`config.mk`:
```
export PLATFORM = sky130hd
export DESIGN_NAME = snoop_meta_fifo
export DESIGN_NICKNAME = d
export VERILOG_FILES = /design/src/rtl/snoop_meta_pkg.sv /design/src/rtl/snoop_meta_line.sv /design/src/rtl/snoop_meta_ptrs.sv /design/src/rtl/snoop_meta_fifo.sv
export SDC_FILE = /design/constraint.sdc
export NUM_CORES = 2
export LEC_CHECK = 0
export ABC_AREA = 0
export BUFFER_PORTS_ARGS = -buffer_cell sky130_fd_sc_hd__buf_2
export CORE_AREA = 3 3 315 317
export DETAILED_ROUTE_END_ITERATION = 10
export DIE_AREA = 0 0 318 320
export MAX_ROUTING_LAYER = met4
export PLACE_DENSITY = 0.54
export SETUP_SLACK_MARGIN = 0.15
export SLEW_MARGIN = 40
export SYNTH_ARGS = -nofsm -noshare
export SYNTH_HDL_FRONTEND = slang
export SYNTH_SLANG_ARGS = --single-unit
```
`constraint.sdc`:
```
create_clock -name clk -period 4.2 [get_ports clk]
set_input_delay 0.84 -clock clk [delete_from_list [all_inputs] [get_ports clk]]
set_output_delay 0.84 -clock clk [all_outputs]
set_load 0.005 [all_outputs]
```
`src/rtl/snoop_meta_pkg.sv`:
```
package snoop_meta_pkg;

   // Correction applied to one stored line by a refill broadcast
   typedef enum logic [1:0] {
      UPD_NONE  = 2'd0,
      UPD_FILL  = 2'd1,
      UPD_EVICT = 2'd2
   } upd_e;

   // Decide how a refill affects a stored line, given its hit state and
   // the outcome of the set, way and tag comparisons.
   function automatic upd_e classify(input logic hit,
                                     input logic set_eq,
                                     input logic way_eq,
                                     input logic tag_eq);
      upd_e r;
      r = UPD_NONE;
      if (set_eq) begin
         if (!hit && tag_eq)
            r = UPD_FILL;
         else if (hit && way_eq && !tag_eq)
            r = UPD_EVICT;
      end
      return r;
   endfunction

endpackage

```
`src/rtl/snoop_meta_line.sv`:
```
module snoop_meta_line
   import snoop_meta_pkg::*;
#(
   parameter int SET_W = 6,
   parameter int WAY_W = 2,
   parameter int TAG_W = 20
) (
   input  logic             clk,
   input  logic             rst_n,
   input  logic             live,
   input  logic             load,
   input  logic [SET_W-1:0] ld_set,
   input  logic [WAY_W-1:0] ld_way,
   input  logic [TAG_W-1:0] ld_tag,
   input  logic             ld_hit,
   input  logic             rf_valid,
   input  logic [SET_W-1:0] rf_set,
   input  logic [WAY_W-1:0] rf_way,
   input  logic [TAG_W-1:0] rf_tag,
   output logic [SET_W-1:0] set_q,
   output logic [WAY_W-1:0] way_q,
   output logic [TAG_W-1:0] tag_q,
   output logic             hit_q
);

   upd_e act;
   logic set_eq, way_eq, tag_eq;

   assign set_eq = (rf_set == set_q);
   assign way_eq = (rf_way == way_q);
   assign tag_eq = (rf_tag == tag_q);

   always_comb begin
      act = UPD_NONE;
      if (live && rf_valid)
         act = classify(hit_q, set_eq, way_eq, tag_eq);
   end

   always_ff @(posedge clk) begin
      if (!rst_n) begin
         set_q <= '0;
         way_q <= '0;
         tag_q <= '0;
         hit_q <= 1'b0;
      end else if (load) begin
         set_q <= ld_set;
         way_q <= ld_way;
         tag_q <= ld_tag;
         hit_q <= ld_hit;
      end else begin
         case (act)
            UPD_FILL: begin
               hit_q <= 1'b1;
               way_q <= rf_way;
            end
            UPD_EVICT: hit_q <= 1'b0;
            default: ;
         endcase
      end
   end


   fill_to_hit_chk: assert property (@(posedge clk) disable iff (!rst_n)
      (live && rf_valid && !load && !hit_q && rf_set == set_q && rf_tag == tag_q)
      |=> (hit_q && way_q == $past(rf_way)));


   evict_to_miss_chk: assert property (@(posedge clk) disable iff (!rst_n)
      (live && rf_valid && !load && hit_q && rf_set == set_q &&
       rf_way == way_q && rf_tag != tag_q)
      |=> !hit_q);


   quiet_hold_chk: assert property (@(posedge clk) disable iff (!rst_n)
      (!rf_valid && !load) |=> ($stable(hit_q) && $stable(way_q)));

endmodule

```
`src/rtl/snoop_meta_ptrs.sv`:
```
module snoop_meta_ptrs #(
   parameter int DEPTH = 8,
   localparam int AW = $clog2(DEPTH)
) (
   input  logic          clk,
   input  logic          rst_n,
   input  logic          flush,
   input  logic          push,
   input  logic          pop,
   output logic [AW-1:0] wr_idx,
   output logic [AW-1:0] rd_idx,
   output logic [DEPTH-1:0] live,
   output logic          full,
   output logic          empty
);

   logic [AW-1:0] wr_q, rd_q;
   logic [AW:0]   cnt_q;

   always_ff @(posedge clk) begin
      if (!rst_n || flush) begin
         wr_q  <= '0;
         rd_q  <= '0;
         cnt_q <= '0;
      end else begin
         if (push) wr_q <= wr_q + 1'b1;
         if (pop)  rd_q <= rd_q + 1'b1;
         case ({push, pop})
            2'b10:   cnt_q <= cnt_q + 1'b1;
            2'b01:   cnt_q <= cnt_q - 1'b1;
            default: ;
         endcase
      end
   end

   assign wr_idx = wr_q;
   assign rd_idx = rd_q;
   assign full   = (cnt_q == (AW+1)'(DEPTH));
   assign empty  = (cnt_q == '0);

   for (genvar e = 0; e < DEPTH; e++) begin : g_live
      logic [AW-1:0] off;
      assign off     = AW'(e) - rd_q;
      assign live[e] = ({1'b0, off} < cnt_q);
   end


   no_overflow_chk: assert property (@(posedge clk) disable iff (!rst_n)
      full |-> !push);


   no_underflow_chk: assert property (@(posedge clk) disable iff (!rst_n)
      empty |-> !pop);


   flush_clears_chk: assert property (@(posedge clk) disable iff (!rst_n)
      flush |=> (cnt_q == '0 && wr_q == '0 && rd_q == '0));


   excl_state_chk: assert property (@(posedge clk) disable iff (!rst_n)
      !(full && empty));

endmodule

```
`src/rtl/snoop_meta_fifo.sv`:
```
module snoop_meta_fifo #(
   parameter int DEPTH = 8,
   parameter int LINES = 2,
   parameter int SET_W = 6,
   parameter int WAY_W = 2,
   parameter int TAG_W = 20
) (
   input  logic                   clk,
   input  logic                   rst_n,
   input  logic                   flush,
   input  logic                   enq_valid,
   input  logic [LINES*SET_W-1:0] enq_set,
   input  logic [LINES*WAY_W-1:0] enq_way,
   input  logic [LINES*TAG_W-1:0] enq_tag,
   input  logic [LINES-1:0]       enq_hit,
   output logic                   full,
   output logic                   empty,
   input  logic                   deq_ready,
   output logic                   deq_valid,
   output logic [LINES*SET_W-1:0] deq_set,
   output logic [LINES*WAY_W-1:0] deq_way,
   output logic [LINES*TAG_W-1:0] deq_tag,
   output logic [LINES-1:0]       deq_hit,
   input  logic                   refill_valid,
   input  logic [SET_W-1:0]       refill_set,
   input  logic [WAY_W-1:0]       refill_way,
   input  logic [TAG_W-1:0]       refill_tag
);

   localparam int AW = $clog2(DEPTH);

   if (DEPTH < 2 || (DEPTH & (DEPTH - 1)) != 0) begin : g_bad_depth
      $error("snoop_meta_fifo: DEPTH must be a power of two of at least 2");
   end
   if (LINES < 1) begin : g_bad_lines
      $error("snoop_meta_fifo: LINES must be at least 1");
   end
   if (SET_W < 1 || WAY_W < 1 || TAG_W < 1) begin : g_bad_width
      $error("snoop_meta_fifo: field widths must be positive");
   end

   logic          push, pop;
   logic [AW-1:0] wr_idx, rd_idx;
   logic [DEPTH-1:0] live;

   logic [SET_W-1:0] set_a [DEPTH][LINES];
   logic [WAY_W-1:0] way_a [DEPTH][LINES];
   logic [TAG_W-1:0] tag_a [DEPTH][LINES];
   logic             hit_a [DEPTH][LINES];

   // Both ends freeze while a refill is broadcast
   assign push      = enq_valid && !full && !refill_valid && !flush;
   assign deq_valid = !empty && !refill_valid;
   assign pop       = deq_valid && deq_ready && !flush;

   snoop_meta_ptrs #(.DEPTH(DEPTH)) u_ptrs (
      .clk    (clk),
      .rst_n  (rst_n),
      .flush  (flush),
      .push   (push),
      .pop    (pop),
      .wr_idx (wr_idx),
      .rd_idx (rd_idx),
      .live   (live),
      .full   (full),
      .empty  (empty)
   );

   for (genvar e = 0; e < DEPTH; e++) begin : g_ent
      logic load_e;
      assign load_e = push && (wr_idx == AW'(e));
      for (genvar l = 0; l < LINES; l++) begin : g_line
         snoop_meta_line #(
            .SET_W(SET_W),
            .WAY_W(WAY_W),
            .TAG_W(TAG_W)
         ) u_line (
            .clk      (clk),
            .rst_n    (rst_n),
            .live     (live[e]),
            .load     (load_e),
            .ld_set   (enq_set[l*SET_W +: SET_W]),
            .ld_way   (enq_way[l*WAY_W +: WAY_W]),
            .ld_tag   (enq_tag[l*TAG_W +: TAG_W]),
            .ld_hit   (enq_hit[l]),
            .rf_valid (refill_valid),
            .rf_set   (refill_set),
            .rf_way   (refill_way),
            .rf_tag   (refill_tag),
            .set_q    (set_a[e][l]),
            .way_q    (way_a[e][l]),
            .tag_q    (tag_a[e][l]),
            .hit_q    (hit_a[e][l])
         );
      end
   end

   for (genvar l = 0; l < LINES; l++) begin : g_head
      always_comb begin
         deq_set[l*SET_W +: SET_W] = set_a[0][l];
         deq_way[l*WAY_W +: WAY_W] = way_a[0][l];
         deq_tag[l*TAG_W +: TAG_W] = tag_a[0][l];
         deq_hit[l]                = hit_a[0][l];
         for (int e = 1; e < DEPTH; e++) begin
            if (rd_idx == AW'(e)) begin
               deq_set[l*SET_W +: SET_W] = set_a[e][l];
               deq_way[l*WAY_W +: WAY_W] = way_a[e][l];
               deq_tag[l*TAG_W +: TAG_W] = tag_a[e][l];
               deq_hit[l]                = hit_a[e][l];
            end
         end
      end
   end


   refill_freeze_chk: assert property (@(posedge clk) disable iff (!rst_n)
      (refill_valid && !flush) |=> ($stable(empty) && $stable(full)));


   refill_no_enq_chk: assert property (@(posedge clk) disable iff (!rst_n)
      (refill_valid && empty && !flush) |=> empty);


   empty_no_valid_chk: assert property (@(posedge clk) disable iff (!rst_n)
      empty |-> !deq_valid);


   flush_empty_chk: assert property (@(posedge clk) disable iff (!rst_n)
      flush |=> (empty && !deq_valid));

endmodule

```
* Word level (Yosys, flattened, before mapping)
Cells that the tools add are included.
** Word-level totals
- Bits of input ports :: 92
- Register bits :: 474
** Cells by class
- Mux-type cells :: 185
- Add/subtract/negate cells :: 12
- Magnitude comparators :: 8
- Equal/unequal tests :: 97
- Reductions and logical operators :: 143
** Operator list (number)
- $eq 20x20->1 :: 16
- $mux 20 :: 14
- $mux 2 :: 110
- $eq 6x6->1 :: 16
- $mux 6 :: 14
- $logic_and 1x1->1 :: 70
- $reduce_bool 3->1 :: 16
- $logic_not 1->1 :: 37
- $eq 2x1->1 const B :: 17
- $eq 2x2->1 const B :: 17
- $reduce_bool 2->1 :: 17
- $eq 2x2->1 :: 16
- $lt 3x4->1 :: 8
- $pmux 1 s2 :: 16
- $mux 1 :: 30
- $eq 3x3->1 const B :: 8
- $eq 3x2->1 const B :: 4
- $sub 3x3->3 const A :: 4
- $pmux 4 s2 :: 1
- $add 3x1->3 const B :: 2
- $eq 3x1->1 const B :: 2
- $sub 1x3->3 const A :: 2
- $sub 2x3->3 const A :: 2
- $add 4x1->4 const B :: 1
- other kinds (5) :: 5

* Depth between registers and ports, before layout
- Depth in word-level cells :: 10
- Depth in mapped cells :: 17

* Cells and area by module
From an unflattened synthesis, not the netlist that was laid out.
** Second synthesis, totals
- Cells, all modules :: 2970
- Area, all modules :: 28599.9 µm²
** Modules (own cells, without submodules)
- snoop_meta_line :: times used 16, seq. area each 580.6 µm², area an instance 1446.4 µm², cells each 142
- snoop_meta_fifo :: times used 1, seq. area each 0.0 µm², area an instance 4561.9 µm², cells each 592
- snoop_meta_ptrs :: times used 1, seq. area each 200.2 µm², area an instance 895.9 µm², cells each 106

* Worst setup path before layout
No wires, ideal clock.
- Kind :: register to register
- Start :: register u_ptrs.rd_q[0] (netlist: u_ptrs.rd_idx[0])
- End :: register g_ent[0].g_line[0].u_line.hit_q
- Stages on the path, launching flop included :: 17
- Clock period less this slack :: 3.204 ns
- Arrival time :: 3.129 ns
- Buffers on the path :: 2
- Data required time :: 4.124 ns
- Setup time :: 0.076 ns
- Path slack :: 0.996 ns
- Path through :: dfxtp_1 buf_2 clkbuf_1 inv_1 ha_1 ha_1 inv_1 ha_1 nor2_1 o21ai_0 a21oi_1 nand3_1 or3b_2 ha_1 o21ai_0 nand2_1 a21boi_0
** Between the ends
- Cells in the longest elaborated chain, start to end :: 7
** Ends and longest elaborated chain
- from (decl) :: RTL line snoop_meta_ptrs.sv:17 : logic [AW-1:0] wr_q, rd_q;
- from (signal assigned) :: RTL line snoop_meta_ptrs.sv:27 : if (pop) rd_q <= rd_q + 1'b1;
- $sub 1x3->3 * :: RTL line snoop_meta_ptrs.sv:43 : assign off = AW'(e) - rd_q;
- $lt 3x4->1 * :: RTL line snoop_meta_ptrs.sv:44 : assign live[e] = ({1'b0, off} < cnt_q);
- $logic_and 1x1->1 * :: RTL line snoop_meta_line.sv:35 : if (live && rf_valid)
- $mux 2 * :: RTL line snoop_meta_line.sv:35
- $eq 2x2->1 / $eq 2x1->1 (equally long branches) :: RTL line snoop_meta_line.sv:51 : case (act)
- $pmux 1 s2 :: RTL line snoop_meta_line.sv:51
- $mux 1 :: RTL line snoop_meta_line.sv:45 : end else if (load) begin
- to (signal assigned) :: RTL line snoop_meta_line.sv:49 : hit_q <= ld_hit;
- to (decl) :: RTL line snoop_meta_line.sv:23 : output logic hit_q
Mark *: on every way between the ends. The rest lies on a longest branch, timed or not.
A chain may end at the register's enable or synchronous reset.

* Worst setup path in the final report
- Start :: register u_ptrs.rd_q[1] (netlist: u_ptrs.rd_idx[1])
- End :: output deq_tag[34]
** Between the ends
- Cells in the longest elaborated chain, start to end :: 8
** Ends and longest elaborated chain
- $eq 3x1->1 :: RTL line snoop_meta_fifo.sv:105 : if (rd_idx == AW'(e)) begin
- $mux 20 (6 in series) :: RTL line snoop_meta_fifo.sv:105
- $mux 20 * :: RTL line snoop_meta_fifo.sv:105
- to (decl) :: RTL line snoop_meta_fifo.sv:22 : output logic [LINES*TAG_W-1:0] deq_tag,
Marks and branches as above.

==> results.rst <==
.. list-table::
   :header-rows: 1

   * - Metric
     - Value
   * - Total of fill cells in the finished design
     - 10.10k
   * - Overall die area
     - 101800 µm²
   * - H-tree levels
     - 2
   * - Count of flip-flops with a built-in enable after synthesis
     - 0
   * - Maximum count of clock buffers along a single path
     - 3
   * - Primary flip-flop cell chosen by synthesis mapping
     - sky130_fd_sc_hd__dfxtp_1
   * - Clock tree skew after final layout
     - 0.05467 ns
   * - Cells taking the most area after synthesis
     - sky130_fd_sc_hd__dfxtp_1 33%, sky130_fd_sc_hd__nand2_1 12%, sky130_fd_sc_hd__xnor2_1 9.4%
   * - Maximum capacitance violations
     - 0
   * - Hold depth
     - 2
   * - Number of distinct library cell variants in the gate-level netlist after synthesis
     - 65
   * - Most frequent cell on the critical path
     - sky130_fd_sc_hd__o21ai_0
   * - Clock power frac
     - 48.9%
   * - Number of clock sinks
     - 474
   * - Area of placed instances
     - 30760 µm²
   * - Die width
     - 318 µm
   * - Worst Path Arrival
     - 3.23 ns
   * - Setup repair after global routing missed its margin
     - yes
   * - Accumulated negative setup slack
     - 0 ns
   * - Fraction of final layout cells with drive strength greater than 1
     - 11.08%
   * - Fmax
     - 0.2454 GHz
   * - Proportion of register bits with asynchronous set or reset after synthesis
     - 0%
   * - Path type of the worst min-delay path
     - flop to flop
   * - Warnings, synthesis
     - 0
   * - Synthesis-to-finish area growth
     - 13.76%
   * - Final number of setup-violating endpoints
     - 0
   * - Net switching power of the design
     - 0.002746 W
   * - Number of vias per cell
     - 5.399
   * - Post-synthesis sequential area ratio
     - 32.79%
   * - HPWL Detailed
     - 85590 µm
   * - Required time of the critical path
     - 3.36 ns
   * - Area share of the largest cell type after synthesis
     - 32.79%
   * - WL final
     - 124900 µm
   * - Worst setup SP type
     - flop
   * - Remaining max-slew budget at the tightest pin
     - 40.18%
   * - Starting DRC count in detailed routing
     - 2816
   * - Area of all placed cells without fillers
     - 32930 µm²
   * - Setup crit end kind
     - primary output
   * - Combinational fraction of design power
     - 8.5%
   * - Largest fanout on the critical path
     - 8
   * - Ratio of final minimum period to clock period
     - 97.02%
   * - Clock tree from TritonCTS
     - built
   * - Synthesized Nets
     - 3825
   * - Number of register bits inferred by synthesis
     - 474
   * - Instance count on the critical path
     - 9
   * - Max-slew violation total from the final report
     - 0
   * - Average wire length per cell after detail routing
     - 24.99 µm
   * - Initial core utilization
     - 29.97%
   * - GRT Total Usage
     - 24.26%
   * - Number of port buffers
     - 152
   * - Most common cell after layout, fill and taps aside
     - sky130_fd_sc_hd__nand2_1
   * - Category of the most critical setup path
     - flop to primary output
   * - Maximum VDD drop
     - 296.2 µV
   * - Final hold vios
     - 0
   * - Reg2reg path depth
     - 13
   * - Placement row count
     - 114
   * - Worst-skew pair later-pin latency
     - 0.66 ns
   * - Post-route DRC
     - 0
   * - Power share of the sequential group
     - 42.5%
   * - Kind of cell adding the most delay to the critical path
     - compound AO/OA/AOI/OAI gates
   * - Cell type with the highest aggregate area in the netlist
     - sky130_fd_sc_hd__dfxtp_1
   * - Routability cong.
     - 0.9352
   * - Initial antenna violation count
     - 24
   * - Pin count of the biggest net entering global routing
     - 215
   * - TritonCTS buffer count
     - 55
   * - Leftover overflow at the end of global routing
     - 0
   * - Wire length of the first global-routing pass
     - 180400 µm
   * - Cell internal power dissipation
     - 0.007938 W
   * - Number of routed nets with antenna violations
     - 0
   * - Master cell of the clock root buffer
     - sky130_fd_sc_hd__clkbuf_16
   * - Post-layout minimum cycle time
     - 4.075 ns
   * - Largest stage delay on the critical path
     - 0.48 ns
   * - Cell-by-cell trace of the critical path
     - inv_1, ha_1, and2_4, buf_4, nor3b_1, o21ai_0, o221ai_1, o21ai_0, buf_2
   * - DR vias
     - 26.98k
   * - Gate count of the mapped netlist
     - 3688
   * - Final net count
     - 3791
   * - Total buffers and inverters traversed by the critical path
     - 3
   * - Worst slew pin tran
     - 0.8891 ns
   * - Power per standard cell area
     - 324.5 nW/µm²
   * - Chip height
     - 320 µm
   * - Clock input transition at the sequential cells of the worst setup and hold paths
     - 0.06 ns
   * - Commonest non-fill, non-tap cells in the layout
     - 936 x sky130_fd_sc_hd__nand2_1, 472 x sky130_fd_sc_hd__dfxtp_1, 311 x sky130_fd_sc_hd__xnor2_1
   * - Core ar.
     - 96570 µm²
   * - Status
     - complete, no violations
   * - Switching part of the total power
     - 25.70%
   * - Number of global-route vias before repair
     - 25.37k
   * - Number of top-level design ports
     - 153
   * - Cell with the largest stage delay on the worst path
     - sky130_fd_sc_hd__o21ai_0
   * - Reported leakage power
     - 11.71 nW
   * - First drt pass iteration count
     - 8
   * - Synth Area per Inst
     - 7.848 µm²
   * - Area of the mapped netlist
     - 28940 µm²
[kinds of logic after synthesis]
family                     count (synthesis)  share of synthesized area [%]
buffers and inverters                    401                          6.316
muxes                                     62                          2.144
adders and majority gates                 45                          1.971
DFF                                      474                          32.79
xor gates and xnor gates                 453                          13.71
AOI/OAI and AO/OA                        888                          22.55
and+or+nand+nor                         1365                          20.53
[worst register-to-register path, cell delays in order (launching register included)]
cell,delay [ns]
sky130_fd_sc_hd__dfxtp_2,0.45
sky130_fd_sc_hd__inv_1,0.16
sky130_fd_sc_hd__ha_1,0.21
sky130_fd_sc_hd__ha_2,0.35
sky130_fd_sc_hd__ha_1,0.23
sky130_fd_sc_hd__nor2_1,0.10
sky130_fd_sc_hd__o21ai_0,0.17
sky130_fd_sc_hd__a21oi_1,0.28
sky130_fd_sc_hd__nand3_1,0.22
sky130_fd_sc_hd__or3b_2,0.51
sky130_fd_sc_hd__ha_1,0.32
sky130_fd_sc_hd__o21ai_0,0.18
sky130_fd_sc_hd__nand2_1,0.07
sky130_fd_sc_hd__a21boi_0,0.17
[power by group through the flow]
| stage | combinational [W] | clock (W) | sequential, W |
|---|---|---|---|
| 4_1_cts | 0.000892 | 0.00530 | 0.00455 |
| 2_1_floorplan | 0.000555 | 0 | 0.00464 |
| 5_1_grt | 0.000948 | 0.00546 | 0.00455 |
| 6_report | 0.000909 | 0.00523 | 0.00455 |
| 3_3_place_gp | 0.000889 | 0 | 0.00465 |
| 3_5_place_dp | 0.000887 | 0 | 0.00465 |
[Yosys cell counts (25+ instances only)]
cell type,number
sky130_fd_sc_hd__a211oi_1,58
sky130_fd_sc_hd__a21boi_0,293
sky130_fd_sc_hd__a21boi_1,131
sky130_fd_sc_hd__a21oi_1,41
sky130_fd_sc_hd__a221o_1,47
sky130_fd_sc_hd__and3_1,25
sky130_fd_sc_hd__buf_1,71
sky130_fd_sc_hd__buf_2,83
sky130_fd_sc_hd__buf_6,29
sky130_fd_sc_hd__clkbuf_1,174
sky130_fd_sc_hd__dfxtp_1,474
sky130_fd_sc_hd__ha_1,44
sky130_fd_sc_hd__inv_1,42
sky130_fd_sc_hd__mux2i_1,62
sky130_fd_sc_hd__nand2_1,939
sky130_fd_sc_hd__nand3_1,28
sky130_fd_sc_hd__nand4_1,70
sky130_fd_sc_hd__nor2_1,135
sky130_fd_sc_hd__nor3b_1,53
sky130_fd_sc_hd__nor4_1,32
sky130_fd_sc_hd__o21ai_0,152
sky130_fd_sc_hd__o221ai_1,45
sky130_fd_sc_hd__xnor2_1,311
sky130_fd_sc_hd__xor2_1,142
[through the flow]
step	power [W]	worst slack, ns	utilization, %	std cells	hold WS (ns)
2_1_floorplan	0.005191	0.9959	-	3688	0.4553
3_3_place_gp	0.005535	0.6369	31.84	4864	0.4667
3_5_place_dp	0.005533	0.5133	31.85	4864	0.4722
4_1_cts	0.01074	0.1727	33.92	4970	0.4680
5_1_grt	0.01096	0.1294	34.09	4995	0.4994
6_report	0.01068	0.1253	34.10	4997	0.4772
[path summary, 6_finish.rpt]
kind	from	end	slack, ns
max	u_ptrs.rd_idx[1]	deq_tag[34]	0.13
min	g_ent[6].g_line[0].u_line.set_q[2]	g_ent[6].g_line[0].u_line.set_q[2]	0.48
max reg2reg	u_ptrs.rd_idx[1]	g_ent[4].g_line[0].u_line.hit_q	0.65
min reg2reg	g_ent[6].g_line[0].u_line.set_q[2]	g_ent[6].g_line[0].u_line.set_q[2]	0.48
[what timing repair did]
action                     CTS  global route
resized for setup            8             8
hold endpoints to repair     0             0
setup buffers                1             3
hold buffers                 0             0
setup endpoints to repair   57            23
pin swaps                    0             1
gates cloned                 3             1
[sequential cells by signal, summed over array words and instances (netlist names)]
register and cells:
u_ptrs.rd_idx 3, u_ptrs.wr_idx 3, g_ent.g_line.u_line.set_q 96, g_ent.g_line.u_line.way_q 32, g_ent.g_line.u_line.hit_q 16, u_ptrs.cnt_q 4
g_ent.g_line.u_line.tag_q 320
[layout make-up]
cell class	instances	area (µm²)	area share [%]
Multi-Input combinational cell	2817	17800	54.06
Sequential cell	474	9494	28.83
Timing Repair Buffer	263	1878	5.704
Clock buffer	79	1608	4.883
Tap cell	1276	1597	4.849
Clock inverter	23	332.8	1.011
Inverter	43	161.4	0.4902
Antenna cell	22	55.05	0.1672
[routing by layer]
metal,vias up,part of all wire [%],GRT usage (%)
met5,-,0,-
met4,0,5.1,10.72
met3,273,8.7,4.626
met2,1183,44,36.51
met1,13010,43,31.58
li1,12520,-,-
Power figures use the tool's default switching activity.
